**config.mk**
```make
export PLATFORM = sky130hd
export DESIGN_NAME = halfswap_dma
export DESIGN_NICKNAME = d
export VERILOG_FILES = /design/src/rtl/halfswap_dma.sv
export SDC_FILE = /design/constraint.sdc
export NUM_CORES = 1
export LEC_CHECK = 0
export BUFFER_PORTS_ARGS = -buffer_cell sky130_fd_sc_hd__buf_2
export CORE_AREA = 2 2 112 114
export CTS_CLUSTER_SIZE = 28
export DETAILED_ROUTE_END_ITERATION = 16
export DIE_AREA = 0 0 114 116
export GPL_TIMING_DRIVEN = 1
export PLACE_DENSITY_LB_ADDON = 0.12
export SLEW_MARGIN = 30
export SYNTH_ARGS = -nofsm -noshare
export SYNTH_HDL_FRONTEND = slang
export SYNTH_SLANG_ARGS = --single-unit
```
**constraint.sdc**
```tcl
create_clock -name clk -period 5 [get_ports clk]
set_input_delay 1 -clock clk [delete_from_list [all_inputs] [get_ports clk]]
set_output_delay 1 -clock clk [all_outputs]
set_load 0.03 [all_outputs]
```
**src/rtl/halfswap_dma.sv**
```systemverilog
module halfswap_dma #(
  parameter int AW        = 32,
  parameter int LW        = 16,
  parameter int MAX_BURST = 64
) (
  input  logic          clk,
  input  logic          rst_n,
  input  logic [AW-1:0] base_addr,
  input  logic          req_valid,
  output logic          req_ready,
  input  logic [AW-1:0] req_addr,
  input  logic [LW-1:0] req_len,
  input  logic          req_write,
  input  logic          req_bypass,
  input  logic          in_valid,
  output logic          in_ready,
  input  logic [15:0]   in_data,
  output logic          mem_cmd_valid,
  input  logic          mem_cmd_ready,
  output logic [AW-1:0] mem_cmd_addr,
  output logic [LW-1:0] mem_cmd_len,
  output logic          mem_cmd_write,
  output logic          mem_wvalid,
  input  logic          mem_wready,
  output logic [15:0]   mem_wdata,
  input  logic          mem_rvalid,
  output logic          mem_rready,
  input  logic [15:0]   mem_rdata,
  output logic          out_valid,
  input  logic          out_ready,
  output logic [15:0]   out_data,
  output logic          done
);

  localparam logic [LW-1:0] BURST = LW'(MAX_BURST);

  typedef enum logic [1:0] {S_IDLE, S_CMD, S_DATA, S_DONE} state_t;

  state_t        state;
  logic [AW-1:0] addr_q;
  logic [LW-1:0] rem_q;
  logic [LW-1:0] beats_q;
  logic          bypass_q;
  logic          write_q;

  logic [AW-1:0] joined_addr;
  logic [AW-1:0] start_addr;
  logic [LW-1:0] start_len;
  logic [LW-1:0] cur_len;
  logic [LW:0]   cur_len_up;
  logic          in_data_phase;
  logic          beat;

  assign joined_addr = req_addr | base_addr;
  assign start_addr  = req_bypass ? joined_addr : {joined_addr[AW-1:1], 1'b0};
  assign start_len   = req_bypass ? req_len : {req_len[LW-1:1], 1'b0};

  assign cur_len    = (write_q && !bypass_q && rem_q > BURST) ? BURST : rem_q;
  assign cur_len_up = {1'b0, cur_len} + 1'b1;

  assign req_ready     = (state == S_IDLE);
  assign done          = (state == S_DONE);
  assign in_data_phase = (state == S_DATA);

  assign mem_cmd_valid = (state == S_CMD);
  assign mem_cmd_addr  = addr_q;
  assign mem_cmd_len   = cur_len;
  assign mem_cmd_write = write_q;

  assign mem_wvalid = in_data_phase && write_q && in_valid;
  assign in_ready   = in_data_phase && write_q && mem_wready;
  assign mem_wdata  = bypass_q ? in_data : {in_data[7:0], in_data[15:8]};

  assign out_valid  = in_data_phase && !write_q && mem_rvalid;
  assign mem_rready = in_data_phase && !write_q && out_ready;
  assign out_data   = bypass_q ? mem_rdata : {mem_rdata[7:0], mem_rdata[15:8]};

  assign beat = write_q ? (mem_wvalid && mem_wready) : (out_valid && out_ready);

  always_ff @(posedge clk) begin
    if (!rst_n) begin
      state    <= S_IDLE;
      addr_q   <= '0;
      rem_q    <= '0;
      beats_q  <= '0;
      bypass_q <= 1'b0;
      write_q  <= 1'b0;
    end else begin
      case (state)
        S_IDLE: if (req_valid) begin
          addr_q   <= start_addr;
          rem_q    <= start_len;
          bypass_q <= req_bypass;
          write_q  <= req_write;
          state    <= (start_len == '0) ? S_DONE : S_CMD;
        end
        S_CMD: if (mem_cmd_ready) begin
          addr_q  <= addr_q + AW'(cur_len);
          rem_q   <= rem_q - cur_len;
          beats_q <= cur_len_up[LW:1];
          state   <= S_DATA;
        end
        S_DATA: if (beat) begin
          beats_q <= beats_q - 1'b1;
          if (beats_q == LW'(1))
            state <= (rem_q == '0) ? S_DONE : S_CMD;
        end
        default: state <= S_IDLE;
      endcase
    end
  end


  burst_cap_chk: assert property (@(posedge clk) disable iff (!rst_n)
    (mem_cmd_valid && mem_cmd_write && !bypass_q) |-> (mem_cmd_len <= BURST && mem_cmd_len != '0));


  swap_align_chk: assert property (@(posedge clk) disable iff (!rst_n)
    (mem_cmd_valid && !bypass_q) |-> (!mem_cmd_addr[0] && !mem_cmd_len[0]));


  cmd_hold_chk: assert property (@(posedge clk) disable iff (!rst_n)
    (mem_cmd_valid && !mem_cmd_ready) |=> (mem_cmd_valid && $stable(mem_cmd_addr) && $stable(mem_cmd_len)));


  done_pulse_chk: assert property (@(posedge clk) disable iff (!rst_n)
    done |=> !done);


  idle_quiet_chk: assert property (@(posedge clk) disable iff (!rst_n)
    req_ready |-> (!mem_cmd_valid && !mem_wvalid && !out_valid && !done));


  zero_len_chk: assert property (@(posedge clk) disable iff (!rst_n)
    (req_valid && req_ready && req_len[LW-1:1] == '0 && (!req_len[0] || !req_bypass)) |=> (done && !mem_cmd_valid));

endmodule

```
* After elaboration in Yosys (flattened, before gate mapping)
Index checks and enable logic that the tools add are counted.
Storage, ports and cells: register bits after elaboration 68, input port bits 122, output and inout port bits 88, logic and storage cells 63
Operators by class: add/subtract/negate cells 4, magnitude comparators 1, equal/unequal tests 8, muxes and demuxes 22, bitwise gates (word level) 1, reduce and logical (&&, ||, !) cells 21
Operators with widths (number):
- 2-to-1 mux 16 bit | 7
- 2-to-1 mux 32 bit | 2
- case mux 16 bit (2 select lines) | 2
- case mux 32 bit (2 select lines) | 1
- adder 32 x 16 -> 32 bit | 1
- zero test 16 bit | 2
- bitwise OR 32 bit | 1
- adder 16 x 1 -> 17 bit (second input constant) | 1
- equality test 16 x 1 -> 1 bit (second input constant) | 1
- > comparator 16 x 7 -> 1 bit (second input constant) | 1
- subtractor 16 x 1 -> 16 bit (second input constant) | 1
- subtractor 16 bit | 1
- 2-to-1 mux 2 bit | 6
- logical AND 1 bit | 10
- inequality test 2 x 1 -> 1 bit (second input constant) | 3
- case mux 2 bit (3 select lines) | 1
- AND reduction 3 bit | 2
- equality test 2 bit (second input constant) | 2
- AND reduction 4 bit | 1
- nonzero test 2 bit | 2
- 2-to-1 mux 1 bit | 3
- equality test 2 x 1 -> 1 bit (second input constant) | 1
- zero test 1 bit | 2
- zero test 2 bit | 1
- other kinds (2) | 2

* Depth between registers and ports, before layout
Gate-level depths: netlist (run 1).
word-level depth 7, depth in mapped cells 18, gate-level depth less buffers 14

* Least setup slack after synthesis (run 1)
No wires, ideal clock.
path kind flip-flop to flip-flop, from register rem_q[8], to register addr_q[28], in the netlist mem_cmd_addr[28], arrival time 4095 ps, data required time 4909 ps, setup slack 814 ps, stages on the path, launching flop included 19, buffers on the path 4, period minus slack after synthesis 4186 ps, cells stage by stage dfxtp_1 buf_6 or4_4 buf_6 nor3_4 a21o_2 buf_6 buf_2 and2_1 ha_1 inv_1 fa_1 nor2b_1 o2111ai_1 a21oi_1 o2111ai_1 a21oi_2 a311oi_1 a311oi_1
On the way: cells in the longest elaborated chain, start to end 6
Ends and longest elaborated chain:
- start: declaration | line 41 | logic [LW-1:0] rem_q;
- start signal: assignment | line 92 | rem_q <= start_len;
- start signal: assignment | line 99 | rem_q <= rem_q - cur_len;
- > comparator 16 x 7 -> 1 bit | line 58 | assign cur_len = (write_q && !bypass_q && rem_q > BURST) ? BURST : rem_q;
- logical AND 1 bit | line 58
- 2-to-1 mux 16 bit | line 58
- via mem_cmd_len[0] | line 21 | output logic [LW-1:0] mem_cmd_len,
- adder 32 x 16 -> 32 bit | line 98 | addr_q <= addr_q + AW'(cur_len);
- 2-to-1 mux 32 bit | line 97 | S_CMD: if (mem_cmd_ready) begin
- case mux 32 bit (2 select lines) | line 89 | case (state)
- end signal: assignment | line 91 | addr_q <= start_addr;
- end signal: assignment | line 98
- end: declaration | line 40 | logic [AW-1:0] addr_q;
The timed path passes the listed nets, and every way through them passes these cells. The select of a mux whose other input is x is not followed. A chain may end at the register's enable or synchronous reset.

* Final worst setup path (run 1)
from register rem_q[7], to register addr_q[28], in the netlist mem_cmd_addr[28]
On the way: cells in the longest elaborated chain, start to end 6
Ends and longest elaborated chain (line):
- > comparator 16 x 7 -> 1 bit | 58
- logical AND 1 bit | 58
- 2-to-1 mux 16 bit (*) | 58
- adder 32 x 16 -> 32 bit (*) | 98
- 2-to-1 mux 32 bit (*) | 97
- case mux 32 bit (2 select lines) (*) | 89
Every way passes the cells marked *; elsewhere a longest branch is shown, timed or not. The select of a mux whose other input is x is not followed.

==> results of run 1 <==
## routing by layer
metal | share of wire (%) | routed length, um | vias up
li1 | - | - | 3152
met1 | 42 | 8524 | 3054
met2 | 48 | 9716 | 348
met3 | 7.8 | 1583 | 45
met4 | 2.9 | 589 | 0
met5 | 0 | 0 | -
## synthesized netlist by cell type (6+ instances only)
cell type	count	share of area, %
dfxtp_1	68	24
nand2_1	66	4.4
a21oi_1	64	5.7
nor2_1	62	4.1
o21ai_0	45	4.0
clkbuf_1	41	2.7
nor3_1	34	3.0
mux2_2	33	6.6
nand3_1	24	2.1
ha_1	20	4.5
and2_1	16	1.8
inv_1	16	1.1
nand4_1	16	1.8
xnor2_1	16	2.5
a31oi_1	14	1.6
o31ai_1	14	1.9
a311oi_1	12	1.9
and3_1	11	1.2
nor4_1	11	1.2
xor2_1	11	1.7
a211oi_1	10	1.3
o211ai_1	10	1.3
buf_2	8	0.71
a21o_1	7	0.94
a22oi_1	7	0.94
nor2b_1	7	0.78
buf_1	6	0.40
## where the power goes
| part | switching (mW) | total (mW) | internal, mW |
|---|---|---|---|
| Sequential | 0.0822 | 0.684 | 0.602 |
| Clock | 0.245 | 0.659 | 0.415 |
| Combinational | 0.589 | 0.904 | 0.315 |
| Total | 0.916 | 2.25 | 1.33 |
## layout make-up
| type | count | area, um^2 |
|---|---|---|
| fillers | 1150 | 4950 |
| inverters | 16 | 60.06 |
| multi-input cells | 605 | 3945 |
| repair buffers | 218 | 1114 |
| clock buffers | 15 | 267.8 |
| well taps | 147 | 183.9 |
| clock inverters | 1 | 30.03 |
| flip-flops and latches | 68 | 1361 |
## worst max path at each step
stage / from / to / slack [ns]
2_1_floorplan: rem_q[8] / mem_cmd_addr[28] / 0.81
3_3_place_gp: rem_q[7] / mem_cmd_addr[28] / 0.91
3_5_place_dp: rem_q[7] / mem_cmd_addr[22] / 0.68
4_1_cts: rem_q[7] / mem_cmd_addr[28] / 0.70
5_1_grt: rem_q[7] / mem_cmd_addr[22] / 0.36
6_report: rem_q[7] / mem_cmd_addr[28] / 0.69
## cell families (layout without fill, tap and decap cells)
logic type / after synthesis / count (layout) / synth area share, %
AOI/OAI and AO/OA: 244 / 244 / 29.14
xor gates and xnor gates: 27 / 27 / 4.214
adders and majority gates: 21 / 21 / 4.816
buffers and inverters: 75 / 250 / 5.619
DFF: 68 / 68 / 24.26
muxes: 36 / 36 / 7.157
other: 1 / 1 / 0.06683
and+or+nand+nor: 276 / 276 / 24.73
## sequential cells by signal, indices dropped and copies added, names as in the netlist
signal / cells
rem_q: 16
mem_cmd_write: 1
bypass_q: 1
mem_cmd_addr: 32
beats_q: 16
state: 2
## worst max-delay path: stages (launching register included)
cell and delay (ns):
dfxtp_1 0.41, or4_4 0.66, nor3_4 0.21, a21o_2 0.26, and2_1 0.22, ha_1 0.22, inv_1 0.07, fa_1 0.38
nor2b_1 0.19, o2111ai_1 0.14, a21oi_1 0.30, o2111ai_1 0.35, a21oi_2 0.41, a311oi_1 0.15, a311oi_1 0.25
## stage by stage
step / std cells / worst slack [ns] / utilization, % / power (mW) / area, um^2
4_1_cts: 1070 / 0.7022 / 58.42 / 2.245 / 6959
5_1_grt: 1070 / 0.3592 / 58.45 / 2.358 / 6962
2_1_floorplan: 748 / 0.8138 / - / 1.323 / 5612
3_3_place_gp: 1054 / 0.9117 / 55.88 / 1.574 / 6656
6_report: 1070 / 0.6904 / 58.45 / 2.247 / 6962
3_5_place_dp: 1054 / 0.6836 / 55.92 / 1.587 / 6661
==> run metrics, run 1 <==
Critical Path End Type register; layout cells sized above 1 30.77%; synth unique cells 77; worst r2r dst mem_cmd_addr[28]; Critical Path AT 4.56 ns; initial core utilization 47.11%; Port Buffers 209; gpl congestion 0.9296; clock latency on the worst-skew pair 0.34 ns; Area growth syn-to-layout 24.06%; Post-CTS Resized 0; Antenna Cells 0; CTS tree done; met3 Use GR 4.289%; TNS Setup 0 ns; vias in the first global route 6201; initial antenna violation count 0; IO Count 210; # hold bufs at CTS 0; RR Startpoint rem_q[7]; Yosys reg bits 68; Die H 116 um; Clk pin slew, worst setup/hold paths 0.05 ns; Syn Area/Cell 7.502 um^2; site row count 40; crit path kind register to register; slew at the pin closest to its max-slew limit 0.7736 ns; post-route ant nets 0; Lkg Pwr 3.031 nW; ys flop type dfxtp_1; EDFF count, synth 0; clk root buf clkbuf_16; GR peak layer met2; Tmin final 4.310 ns; CP required 5.25 ns; core footprint 11910 um^2; met1 Usage GRT 38.48%; synthesized area 5612 um^2; Routed Wire Length 20410 um; CTS buffer count 9; H-tree Lvls 3; setup slack, reg-to-reg 0.69 ns; Cells after Synth 748; Final setup viols 0; Reg2Reg Depth 14; Slew HR 48.37%; Cell Pwr Density 322.8 nW/um^2; Worst Path Max Fanout 12; CTS Buffer Depth 2; Hold Path End mem_cmd_addr[14]; Die ar. 13220 um^2; VDD IR-drop max 0.0001524 V; Final Hold Vio Count 0; Seq/Total Area, Yosys 24.26%; number of max-cap violations 0; Starting DRT DRC Count 616; first-pass GRT wire length 31690 um; largest net degree at the start of global routing 41; Worst Skew 0.009661 ns; commonest non-fill, non-tap cell in the layout buf_2; Post-CTS Setup Inserts 0; met2 GRT Util 52.62%; dpl hpwl 15090 um; Routed WL per cell 19.08 um; worst hold path startpoint mem_cmd_addr[14]; hold_ws 0.4891 ns; RSZ-0062 raised after global routing false; commonest cells after routing, fill and taps aside buf_2, dfxtp_1, nand2_1; syn nets 891; critical path startpoint category register; vias 6599; Final Max Tran Viols 0; synth warn 0; asr flop ratio synth 0%; Die Wd 114 um; fmax 232.0 MHz; status finished clean; drt pass-1 iters 5; GRT overflow 0; drt via density 6.167; DRC violation count after routing 0; Sink Count 68; Final nets 1061; Total GRT Usage 30.52%; Hold Crit Class register to register; final worst path period share 86.19%; hold path depth 2
Note: power is estimated with default switching activity, not from simulation.
==> run 2: changes to the inputs <==
CORE_AREA = 2 2 130 132   (was 2 2 112 114)
DIE_AREA = 0 0 132 134   (was 0 0 114 116)
==> run 2 against run 1 <==
Power decreased by 3.8%. Non-clock buffer count up 6. Combinational power hardly changed. Worst hold slack barely moved. Clock-buffer cell count down 3. Sequential power about the same. Core utilization is 15 points lower. Routed wire length is 1.4% higher. Largest cell class unchanged. Largest power group unchanged.
==> run metrics, run 2 (synthesis gave the netlist of run 1 again) <==
status finished clean; pre-CTS setup slack 0.5950 ns (-0.08866 ns); Port Buffers 209 (unchanged); core footprint 16290 um^2 (+37%); Total GRT Usage 22.55% (-8.0 points); vias in the first global route 5962 (-3.9%); Hold Crit Class register to register; TNS Setup 0 ns (unchanged); Cell Pwr Density 307.0 nW/um^2 (-4.9%); post-route ant nets 0 (unchanged); # hold bufs at CTS 0 (unchanged); slowest stage delay, CP 0.66 ns (about the same); Antenna Cells 0 (unchanged); Tmin final 4.472 ns (+0.1622 ns); Post-CTS Setup Inserts 0 (unchanged); slowest stage cell, crit path or4_4; Setup WS post-layout 0.5282 ns (-0.1622 ns); Worst Skew 0.005668 ns (-0.003992 ns); dpl hpwl 15190 um (+0.65%); placed inst area 6795 um^2 (+2.0%); fmax 223.6 MHz (-3.6%); final worst path period share 89.44% (+3.2 points); Post-Route Utilization 43.23% (-15 points); Routed WL per cell 18.07 um (-5.3%); Slew HR 48.88% (+0.51 points); CP required 5.24 ns (about the same); drt pass-1 iters 5 (unchanged); Die ar. 17690 um^2 (+34%); Final Hold Vio Count 0 (unchanged); DRC violation count after routing 0 (unchanged); GRT overflow 0 (unchanged); crit-path cells or4_4 -> nor3_4 -> a21o_2 -> and2_1 -> ha_1 -> inv_1 -> fa_1 -> nor2b_1 -> o2111ai_1 -> a21oi_1 -> o2111ai_1 -> a21oi_2 -> nand2_1 -> o311ai_1; Crit path max-delay family compound AO/OA/AOI/OAI gates; Routed Wire Length 20690 um (+1.4%); Critical Path AT 4.71 ns (+0.15 ns); Lkg Pwr 3.037 nW (+0.21%); H-tree Lvls 3 (unchanged); Post-CTS Resized 0 (unchanged); Sink Count 68 (unchanged); critical path startpoint category register; CP most frequent cell o2111ai_1; CTS Buffer Depth 2 (unchanged); initial antenna violation count 0 (unchanged); drt via density 5.636 (-8.6%); Final Max Tran Viols 0 (unchanged); crit path kind register to register; max reg flops 32 (unchanged); first-pass GRT wire length 32030 um (+1.1%); Starting DRT DRC Count 403 (-35%); Design Area, Final 7042 um^2 (+1.2%); Die H 134 um (+16%); Worst Path Max Fanout 14 (+2); commonest cells after routing, fill and taps aside buf_2, dfxtp_1, nand2_1; clk root buf clkbuf_16; site row count 47 (+18%); gpl congestion 0.8728 (-6.1%); RSZ-0062 raised after global routing false; CTS buffer count 9 (unchanged); Clk pin slew, worst setup/hold paths 0.06 ns (about the same); Final nets 1067 (+0.57%); Final setup viols 0 (unchanged); CTS tree done; clock latency on the worst-skew pair 0.34 ns (about the same); Critical Path End Type register; number of max-cap violations 0 (unchanged); Die Wd 132 um (+16%); slew at the pin closest to its max-slew limit 0.7659 ns (-0.007650 ns); initial core utilization 34.45% (-13 points); VDD IR-drop max 0.0001816 V (+19%); commonest non-fill, non-tap cell in the layout buf_2; Worst Path Buf+Inv 1 (unchanged); layout cells sized above 1 30.92% (+0.15 points); IO Count 210 (unchanged); largest net degree at the start of global routing 40 (-2.4%); Area growth syn-to-layout 25.48%; vias 6453 (-2.2%)
[run 2: cell count changes in the layout (fill, tap and decap cells not counted), sizes merged]
cell and change:
clkbuf -3, bufinv -1, buf +6
[run 2: final cells by class]
cell class                 instances  area [um^2]
inverter                          16        60.06
timing repair buffer             224         1159
clock buffer                      12        246.5
multi-input combinational        605         3940
sequential                        68         1361
fill                            1711         9248
tap                              220        275.3
[run 2: per-layer routing]
metal	routed length (um)	vias to the layer above	share of wire, %	GRT usage [%]
met4	301	0	1.5	5.193
met3	1148	22	5.5	4.762
met1	9589	3032	46	30.12
met5	0	-	0	0
met2	9653	231	47	37.36
li1	-	3168	-	-
[run 2: where the power goes]
| part | internal (mW) | switching (mW) | leakage [nW] | total, mW |
|---|---|---|---|---|
| sequential | 0.602 | 0.0844 | 0.559 | 0.686 |
| combinational | 0.319 | 0.584 | 2.36 | 0.902 |
| clock | 0.338 | 0.235 | 0.120 | 0.573 |
[run 2: worst paths after layout]
path                         start                to  slack (ns)  depth (start not counted)
setup / recovery          rem_q[7]  mem_cmd_addr[26]        0.53                         14
hold / removal    mem_cmd_addr[14]  mem_cmd_addr[14]        0.49                          2
setup reg to reg          rem_q[7]  mem_cmd_addr[26]        0.53                         14
hold reg to reg   mem_cmd_addr[14]  mem_cmd_addr[14]        0.49                          2
[run 2: metrics by stage]
stage,power [mW],hold slack (ns),instances
floorplan,1.323,0.4755,748
global placement,1.593,0.4822,1133
detailed placement,1.593,0.4784,1133
CTS,2.174,0.4861,1145
global route,2.285,0.5073,1145
finish,2.162,0.4896,1145
[run 2: worst reg2reg max path, delay by kind of cell, from the launching register on]
family / cells / cell delay [ns]
compound gates: 6 / 1.93
simple gates: 5 / 1.37
fa+ha+maj: 2 / 0.59
flops: 1 / 0.40
buf+inv: 1 / 0.07
